## src/rtl/seqcore_pkg.sv

```systemverilog
package seqcore_pkg;

    localparam int INSN_W = 16;
    localparam int IMM_W  = 8;
    localparam int NREG   = 4;
    localparam int RIDX_W = $clog2(NREG);

    localparam logic [2:0] OPC_MOV = 3'd0;
    localparam logic [2:0] OPC_ADD = 3'd1;
    localparam logic [2:0] OPC_SUB = 3'd2;
    localparam logic [2:0] OPC_MUL = 3'd3;
    localparam logic [2:0] OPC_CMP = 3'd4;

    typedef struct packed {
        logic [2:0]        op;
        logic [RIDX_W-1:0] dst;
        logic              use_imm;
        logic [RIDX_W-1:0] src;
        logic [IMM_W-1:0]  imm;
    } insn_t;

    typedef enum logic [2:0] {
        ST_IDLE,
        ST_FETCH,
        ST_DECODE,
        ST_EXEC,
        ST_WB
    } stage_t;

endpackage

```

## src/rtl/seqcore_imem.sv

```systemverilog
module seqcore_imem #(
    parameter int DEPTH = 32,
    parameter int AW    = 5,
    parameter int DW    = 16
) (
    input  logic          clk,
    input  logic          wr_en,
    input  logic [AW-1:0] wr_addr,
    input  logic [DW-1:0] wr_data,
    input  logic [AW-1:0] rd_addr,
    output logic [DW-1:0] rd_data
);
    logic [DW-1:0] store_q [DEPTH];

    always_ff @(posedge clk) begin
        if (wr_en) store_q[wr_addr] <= wr_data;
    end

    assign rd_data = store_q[rd_addr];
endmodule

```

## src/rtl/seqcore_alu.sv

```systemverilog
module seqcore_alu
    import seqcore_pkg::*;
#(
    parameter int REG_W = 16
) (
    input  logic [2:0]       op,
    input  logic [REG_W-1:0] a,
    input  logic [REG_W-1:0] b,
    input  logic [IMM_W-1:0] imm,
    input  logic             use_imm,
    output logic [REG_W-1:0] res,
    output logic             wen,
    output logic             is_cmp,
    output logic             cmp_zero
);
    logic [REG_W-1:0] imm_ext;
    logic [REG_W-1:0] diff;

    assign imm_ext = {{(REG_W-IMM_W){imm[IMM_W-1]}}, imm};
    assign diff    = a - b;

    always_comb begin
        res      = '0;
        wen      = 1'b1;
        is_cmp   = 1'b0;
        cmp_zero = (diff == '0);
        case (op)
            OPC_MOV: res = use_imm ? imm_ext : b;
            OPC_ADD: res = a + b;
            OPC_SUB: res = diff;
            OPC_MUL: res = a * b;
            OPC_CMP: begin
                wen    = 1'b0;
                is_cmp = 1'b1;
            end
            default: res = '0;
        endcase
    end
endmodule

```

## src/rtl/seqcore.sv

```systemverilog
module seqcore
    import seqcore_pkg::*;
#(
    parameter  int REG_W      = 16,
    parameter  int IMEM_DEPTH = 32,
    localparam int PC_W       = $clog2(IMEM_DEPTH)
) (
    input  logic                  clk,
    input  logic                  rst_n,
    input  logic                  load_en,
    input  logic [PC_W-1:0]       load_addr,
    input  logic [INSN_W-1:0]     load_word,
    input  logic [PC_W:0]         prog_len,
    input  logic                  start,
    output logic [NREG*REG_W-1:0] regs_flat,
    output logic                  zero_flag,
    output logic                  halted,
    output logic                  retire,
    output logic                  retire_wr,
    output logic [RIDX_W-1:0]     retire_idx,
    output logic [REG_W-1:0]      retire_val
);
    localparam logic [PC_W:0] DEPTH_CAP = (PC_W+1)'(IMEM_DEPTH);

    typedef struct packed {
        stage_t                       st;
        logic [PC_W:0]                pc;
        insn_t                        ir;
        logic [REG_W-1:0]             opa;
        logic [REG_W-1:0]             opb;
        logic [REG_W-1:0]             res;
        logic                         wen;
        logic                         is_cmp;
        logic                         zres;
        logic [NREG-1:0][REG_W-1:0]   regs;
        logic                         zero;
        logic                         halted;
        logic                         ret;
        logic                         ret_wr;
        logic [RIDX_W-1:0]            ret_idx;
        logic [REG_W-1:0]             ret_val;
    } core_t;

    core_t q, d;

    logic [INSN_W-1:0] fetch_word;
    logic [PC_W:0]     len_eff;
    logic [REG_W-1:0]  alu_res;
    logic              alu_wen, alu_cmp, alu_zero;

    seqcore_imem #(.DEPTH(IMEM_DEPTH), .AW(PC_W), .DW(INSN_W)) u_imem (
        .clk     (clk),
        .wr_en   (load_en),
        .wr_addr (load_addr),
        .wr_data (load_word),
        .rd_addr (q.pc[PC_W-1:0]),
        .rd_data (fetch_word)
    );

    seqcore_alu #(.REG_W(REG_W)) u_alu (
        .op       (q.ir.op),
        .a        (q.opa),
        .b        (q.opb),
        .imm      (q.ir.imm),
        .use_imm  (q.ir.use_imm),
        .res      (alu_res),
        .wen      (alu_wen),
        .is_cmp   (alu_cmp),
        .cmp_zero (alu_zero)
    );

    assign len_eff = (prog_len > DEPTH_CAP) ? DEPTH_CAP : prog_len;

    always_comb begin
        d     = q;
        d.ret = 1'b0;
        if (start) begin
            d.pc     = '0;
            d.halted = 1'b0;
            d.st     = ST_FETCH;
        end else begin
            case (q.st)
                ST_FETCH: begin
                    if (q.pc >= len_eff) begin
                        d.halted = 1'b1;
                        d.st     = ST_IDLE;
                    end else begin
                        d.ir = insn_t'(fetch_word);
                        d.pc = q.pc + 1'b1;
                        d.st = ST_DECODE;
                    end
                end
                ST_DECODE: begin
                    d.opa = q.regs[q.ir.dst];
                    d.opb = q.regs[q.ir.src];
                    d.st  = ST_EXEC;
                end
                ST_EXEC: begin
                    d.res    = alu_res;
                    d.wen    = alu_wen;
                    d.is_cmp = alu_cmp;
                    d.zres   = alu_zero;
                    d.st     = ST_WB;
                end
                ST_WB: begin
                    if (q.wen) d.regs[q.ir.dst] = q.res;
                    if (q.is_cmp) d.zero = q.zres;
                    d.ret     = 1'b1;
                    d.ret_wr  = q.wen;
                    d.ret_idx = q.ir.dst;
                    d.ret_val = q.wen ? q.res : '0;
                    d.st      = ST_FETCH;
                end
                default: d.st = ST_IDLE;
            endcase
        end
    end

    always_ff @(posedge clk or negedge rst_n) begin
        if (!rst_n) begin
            q        <= '0;
            q.st     <= ST_IDLE;
            q.halted <= 1'b1;
        end else begin
            q <= d;
        end
    end

    for (genvar g = 0; g < NREG; g++) begin : g_regout
        assign regs_flat[g*REG_W +: REG_W] = q.regs[g];
    end

    assign zero_flag  = q.zero;
    assign halted     = q.halted;
    assign retire     = q.ret;
    assign retire_wr  = q.ret_wr;
    assign retire_idx = q.ret_idx;
    assign retire_val = q.ret_val;

    // strobe lasts exactly one cycle
    a_r7_retire_single: assert property (@(posedge clk) disable iff (!rst_n)
        retire |=> !retire);

    // a halted core never retires
    a_r8_halted_silent: assert property (@(posedge clk) disable iff (!rst_n)
        halted |-> !retire);

    // start always releases the halt on the next cycle
    a_r9_start_releases: assert property (@(posedge clk) disable iff (!rst_n)
        start |=> !halted);

    // a start cancels any retire due at the same edge
    a_r9_start_aborts: assert property (@(posedge clk) disable iff (!rst_n)
        start |=> !retire);

    // the flag moves only with a retiring compare
    a_r6_zero_needs_cmp: assert property (@(posedge clk) disable iff (!rst_n)
        !$stable(zero_flag) |-> (retire && !retire_wr));

    // registers change only with a writing retire
    a_r4_regs_need_write: assert property (@(posedge clk) disable iff (!rst_n)
        !$stable(regs_flat) |-> (retire && retire_wr));
endmodule

```

## config.mk

```make
export PLATFORM = sky130hd
export DESIGN_NAME = seqcore
export DESIGN_NICKNAME = d
export VERILOG_FILES = /design/src/rtl/seqcore_pkg.sv /design/src/rtl/seqcore_imem.sv /design/src/rtl/seqcore_alu.sv /design/src/rtl/seqcore.sv
export SDC_FILE = /design/constraint.sdc
export NUM_CORES = 1
export LEC_CHECK = 0
export ABC_AREA = 1
export CAP_MARGIN = 20
export CELL_PAD_IN_SITES_DETAIL_PLACEMENT = 0
export CELL_PAD_IN_SITES_GLOBAL_PLACEMENT = 1
export CORE_ASPECT_RATIO = 1.75
export CORE_MARGIN = 5
export CORE_UTILIZATION = 49
export DETAILED_ROUTE_END_ITERATION = 8
export GPL_TIMING_DRIVEN = 0
export PLACE_DENSITY_LB_ADDON = 0.2
export SLEW_MARGIN = 40
export SYNTH_ARGS = -nofsm -noshare
export SYNTH_HDL_FRONTEND = slang
export SYNTH_SLANG_ARGS = --single-unit
export TNS_END_PERCENT = 30
```

## constraint.sdc

```tcl
create_clock -name clk -period 7.5 [get_ports clk]
set_clock_uncertainty 0.2 [all_clocks]
set_input_delay 1.5 -clock clk [delete_from_list [all_inputs] [get_ports clk]]
set_output_delay 1.5 -clock clk [all_outputs]
set_load 0.01 [all_outputs]
```

==> results of run 1 <==
stage by stage:
| step | utilization | hold slack (ps) | area (µm²) | std cells | setup WS [ps] |
|---|---|---|---|---|---|
| detailed placement | 0.543 | 267 | 37300 | 4373 | 398 |
| floorplan | - | 248 | 34000 | 3321 | 1930 |
| global placement | 0.529 | 268 | 36300 | 4339 | -1770 |
| CTS | 0.570 | 279 | 39200 | 4480 | 379 |
| finish | 0.571 | 280 | 39200 | 4481 | 395 |
| global route | 0.571 | 309 | 39200 | 4480 | 81.8 |
logic make-up (layout without fill, tap and decap cells):
kind of cell             Yosys count  count (layout)  share of synthesized area
other                              0               1                          0
AND/OR/NAND/NOR                 1068            1068                      0.128
adder cells (fa/ha/maj)          169             169                     0.0800
XOR/XNOR                          18              18                    0.00463
flip-flops                       674             674                      0.571
buffers and inverters            615             871                     0.0805
AO/OA/AOI/OAI                    777             777                      0.135
registers in the layout, summed over array words and instances (netlist names):
signal	cells
halted	1
retire_wr	1
u_imem.store_q	512
retire	1
retire_val	16
regs_flat	64
zero_flag	1
retire_idx	2
q	76
cells in the final DEF (no fill, tap or decap), types with 81 or more instances in the layout:
| master | instances |
|---|---|
| nand3_1 | 124 |
| o21ai_0 | 366 |
| nor2_1 | 370 |
| dfrtp_1 | 161 |
| buf_4 | 87 |
| o211ai_1 | 86 |
| fa_1 | 81 |
| inv_1 | 338 |
| clkdlybuf4s50_1 | 98 |
| clkbuf_1 | 125 |
| nand2_1 | 493 |
| edfxtp_1 | 512 |
| ha_1 | 88 |
routing by layer:
metal | global-route usage | wire length [µm] | vias to the layer above
met5 | 0 | 0 | -
met4 | 0.224 | 10800 | 0
met3 | 0.0369 | 7890 | 449
met2 | 0.581 | 63500 | 1454
met1 | 0.340 | 40100 | 13200
li1 | - | - | 11800
cell type report:
cell class	count	area share
repair buffers	149	0.0482
plain buffers	266	0.0365
clock inverters	35	0.00881
inverters	349	0.0334
multi-input cells	2032	0.309
diodes	1	0.0000639
clock buffers	72	0.0391
flip-flops and latches	674	0.496
well taps	903	0.0288
worst paths after layout:
kind                                     from                         to  cells after the start
max                        q[106]$_DFFE_PN0P_         q[103]$_DFFE_PN0P_                     22
max in group asynchronous               rst_n         halted$_DFFE_PN1P_                      3
min in group asynchronous               rst_n  regs_flat[58]$_DFFE_PN0P_                      1
min reg2reg                 q[87]$_DFFE_PN0P_      zero_flag$_DFFE_PN0P_                      1
min                         q[87]$_DFFE_PN0P_      zero_flag$_DFFE_PN0P_                      1
max reg2reg                q[106]$_DFFE_PN0P_         q[103]$_DFFE_PN0P_                     22
==> results.py, run 1 <==
metrics = {
    "worst_setup_path": {
        "critPathMaxStageDelay_ps": 570,
        "cpMostUsedCell": "fa_1",
        "slowest_stage": "buf_1",
        "start_kind": "flop",
        "crit_fanout": 10,
        "path_class": "reg2reg",
        "cp-end-kind": "flop",
        "worst_ep_arrival_time_ps": 7420,
        "crit_required_ps": 7810,
        "worst-path-buf-inv": 6,
        "crit_chain": "buf_2 > buf_1 > nand2_1 > fa_1 > fa_1 > inv_1 > fa_1 > fa_1 > fa_1 > inv_1 > fa_1 > inv_1 > ha_1 > inv_1 > nor4_1 > nand3_1 > nand3_1 > nand2_1 > nand2_1 > nand3_1 > o21ai_0 > nand2_1",
        "crit_family": "adder cells",
        "reg2reg_slack_ps": 400,
    },
    "clocking": {
        "cts_hold_buf": 0,
        "insertion_delay_ps": 660,
        "cts.sinks": 674,
        "clockBufferDepth": 3,
        "clock-root-buffer": "clkbuf_16",
        "tritoncts": "yes",
        "numCtsBuffers": 58,
        "post_cts_resized": 0,
        "post_cts_buffers": 0,
        "htreeDepth": 2,
        "cts.clk_slew.worst_paths_ps": 70,
    },
    "final_layout": {
        "multi_input_area_mm2": 0.0121,
        "final_layout_size_suffix_gt1_frac": 0.0987,
        "regArea_mm2": 0.0194,
        "fill_cells": 5909,
        "syn_to_final_growth_pct": 15.2,
        "finalNetCount": 3730,
    },
    "timing": {
        "post-route-min-period_ps": 7100,
        "rsz0062_at_grt": "no",
        "tns_ps": 0,
        "period_share": 0.947,
        "finalMaxSlewViolations": 0,
        "timing.final.hold_violations": 0,
        "worst_slew_pin_slew_ps": 947,
        "max_freq_mhz": 141,
        "setup_violations": 0,
        "slew_headroom": 0.369,
    },
    "logic_synthesis": {
        "synth_warnings": 0,
        "synth_top_area_share": 0.452,
        "synth-main-ff-cell": "edfxtp_1",
        "syn_area_mm2": 0.0340,
        "async_flop_share": 0.240,
        "yosysUniqueCellTypes": 54,
        "ys_ff_latch": 674,
        "synth_edf_count": 512,
        "seq_area_frac_synth": 0.571,
        "synth_cells": 3321,
        "syn_nets": 3521,
        "synth_most_common_cell": "edfxtp_1",
        "netlist_top_cells_count": "edfxtp_1, nand2_1, nor2_1",
        "synth_top_area_cell": "edfxtp_1",
        "synth_area_per_cell_um2": 10.2,
        "synth.area.top_cells": "edfxtp_1, dfrtp_1, nand2_1",
    },
    "global_route": {
        "grt_antenna_before_repair": 1,
        "grt_usage": 0.318,
        "grt_overflow_total": 0,
        "grt_max_degree": 70,
        "grt_pass1_vias": 27000,
        "grt_pass1_wl_um": 176000,
    },
    "drt": {
        "vias": 26900,
        "viasPerCell": 6.00,
        "drt_first_iter_violations": 3142,
        "drt_pass1_iterations": 6,
        "routed_wl_um": 122000,
        "ant_nets": 0,
        "routedWlPerCell_um": 27.3,
        "route.detailed.drc": 0,
    },
    "placement": {
        "gp_congestion": 0.974,
        "portBuffers": 115,
        "hpwl_um": 91600,
    },
    "die": {
        "num_rows": 127,
        "die_y_um": 359,
        "start_util": 0.496,
        "core_mm2": 0.0686,
        "io_pins": 117,
        "dieWidth_um": 209,
        "die-area_mm2": 0.0750,
    },
    "flow_run": {
        "maxCapViolations": 0,
    },
    "hold_path": {
        "hold_class": "reg2reg",
    },
    "run_status": {
        "outcome": "complete, no violations",
    },
}
Power of run 1 is not shown: default switching activity piles up to over one toggle a cycle in this logic, so the estimate is an artifact.
==> run 2, diff against run 1 <==
--- a/config.mk
+++ b/config.mk
@@ -15,6 +15,8 @@
 export DETAILED_ROUTE_END_ITERATION = 8
 export GPL_TIMING_DRIVEN = 0
 export PLACE_DENSITY_LB_ADDON = 0.2
+export REMOVE_ABC_BUFFERS = 1
+export SETUP_SLACK_MARGIN = 0.2
 export SLEW_MARGIN = 40
 export SYNTH_ARGS = -nofsm -noshare
 export SYNTH_HDL_FRONTEND = slang
==> results.py, run 2 (same netlist as run 1, synthesis figures left out) <==
metrics = {
    "run_status": {
        "outcome": "finished, violations left",
        "violations": "DRC",
    },
    "hold_path": {
        "hold_class": "reg2reg",
    },
    "final_layout": {
        "top_register": "u_imem.store_q",
        "num_antenna_cells": 0,
        "largest_register_ffs": 512,
        "finalNetCount": 3488,
        "instances_no_fill": 4240,
        "fin_util": 0.555,
        "fill_cells": 5875,
        "fin_area_mm2": 0.0381,
        "layout_common_cells": "edfxtp_1, nand2_1, nor2_1, o21ai_0, inv_1",
        "final_layout_size_suffix_gt1_frac": 0.0746,
        "final_common_cell": "edfxtp_1",
        "syn_to_final_growth_pct": 11.9,
    },
    "worst_setup_path": {
        "worst_ep_arrival_time_ps": 6890,
        "crit_fanout": 15,
        "start_kind": "flop",
        "cp-end-kind": "flop",
        "crit_required_ps": 7830,
        "path_class": "reg2reg",
    },
    "die": {
        "die-area_mm2": 0.0750,
        "io_pins": 117,
        "die_y_um": 359,
        "core_mm2": 0.0686,
        "num_rows": 127,
        "dieWidth_um": 209,
        "start_util": 0.496,
    },
    "flow_run": {
        "maxCapViolations": 0,
    },
    "drt": {
        "routedWlPerCell_um": 23.6,
        "drt_pass1_iterations": 8,
        "routed_wl_um": 100000,
        "route.detailed.drc": 1,
        "ant_nets": 0,
        "viasPerCell": 5.83,
        "drt_first_iter_violations": 1905,
        "vias": 24700,
    },
    "timing": {
        "setup_violations": 0,
        "slew_headroom": 0.401,
        "worst_slew_pin_slew_ps": 899,
        "period_share": 0.875,
        "finalMaxSlewViolations": 0,
        "worst_slack_ps": 941,
        "post-route-min-period_ps": 6560,
        "rsz0062_at_grt": "no",
        "timing.final.hold_violations": 0,
        "max_freq_mhz": 152,
    },
    "clocking": {
        "insertion_delay_ps": 660,
        "cts.sinks": 674,
        "clockBufferDepth": 3,
        "tritoncts": "yes",
        "numCtsBuffers": 58,
        "cts_hold_buf": 0,
        "htreeDepth": 2,
        "cts.clk_slew.worst_paths_ps": 70,
        "clock-root-buffer": "clkbuf_16",
        "post_cts_resized": 0,
        "post_cts_buffers": 0,
    },
    "global_route": {
        "grt_max_degree": 106,
        "grt_overflow_total": 0,
        "grt_pass1_wl_um": 149000,
        "grt_usage": 0.261,
        "grt_pass1_vias": 24800,
        "grt_antenna_before_repair": 2,
    },
    "placement": {
        "dpl_worst_slack_ps": 936,
        "hpwl_um": 68200,
        "place_area_mm2": 0.0361,
        "portBuffers": 116,
        "gp_congestion": 0.922,
        "place_inst": 4131,
    },
}
==> run 2: changes by cell type in the layout (fill, tap and decap cells not counted), moves of 11 or more <==
cell,previous run,this run
buf_2,71,16
buf_8,12,32
dfrtp_2,0,11
buf_12,0,11
dfrtp_1,161,145
buf_16,24,8
clkbuf_1,125,23
buf_4,87,3
==> run 2: final timing paths <==
path / slack, ps / startpoint / endpoint / cells past startpoint
min: 260 / q[87]$_DFFE_PN0P_ / zero_flag$_DFFE_PN0P_ / 1
max reg2reg: 940 / q[126]$_DFFE_PN0P_ / q[103]$_DFFE_PN0P_ / 24
max: 940 / q[126]$_DFFE_PN0P_ / q[103]$_DFFE_PN0P_ / 24
min in group asynchronous: 520 / rst_n / retire_val[10]$_DFFE_PN0P_ / 1
max in group asynchronous: 5540 / rst_n / halted$_DFFE_PN1P_ / 3
min reg2reg: 260 / q[87]$_DFFE_PN0P_ / zero_flag$_DFFE_PN0P_ / 1
==> run 2: routing by layer <==
layer  global-route usage  vias up  routed length [µm]
li1                     -    11300                   -
met4                0.128        0                5370
met2                0.499      890               54800
met5                    0        -                   0
met1                0.284    12300               35000
met3               0.0299      242                4900
==> run 2: cell type report <==
type | count | area [µm²] | area share
Sequential cell | 674 | 19500 | 0.511
Clock inverter | 27 | 379 | 0.00996
Timing Repair Buffer | 173 | 2060 | 0.0541
Inverter | 349 | 1330 | 0.0350
Tap cell | 903 | 1130 | 0.0297
Multi-Input combinational cell | 2032 | 12200 | 0.319
Clock buffer | 82 | 1550 | 0.0407
==> run 2: metrics by stage <==
stage,hold slack (ps),setup TNS (ps)
5_1_grt,287,0
3_5_place_dp,267,0
6_report,262,0
4_1_cts,266,0
3_3_place_gp,263,-506300
2_1_floorplan,249,-31560
==> run 2: worst max-delay path, stage by stage, from the launching register on <==
cell	delay [ps]
dfrtp_1	920
ha_1	270
inv_1	90
xor2_1	180
ha_1	200
a31o_2	210
inv_1	80
fa_1	440
fa_1	500
fa_1	550
inv_1	50
fa_1	480
inv_1	50
fa_1	480
inv_1	50
ha_1	320
inv_1	80
nor4_1	310
nand3_1	110
nand3_1	120
nand2_1	60
nand2_1	210
nand3_1	120
o21ai_0	240
nand2_1	80
Power of run 2 is left out for the same reason.
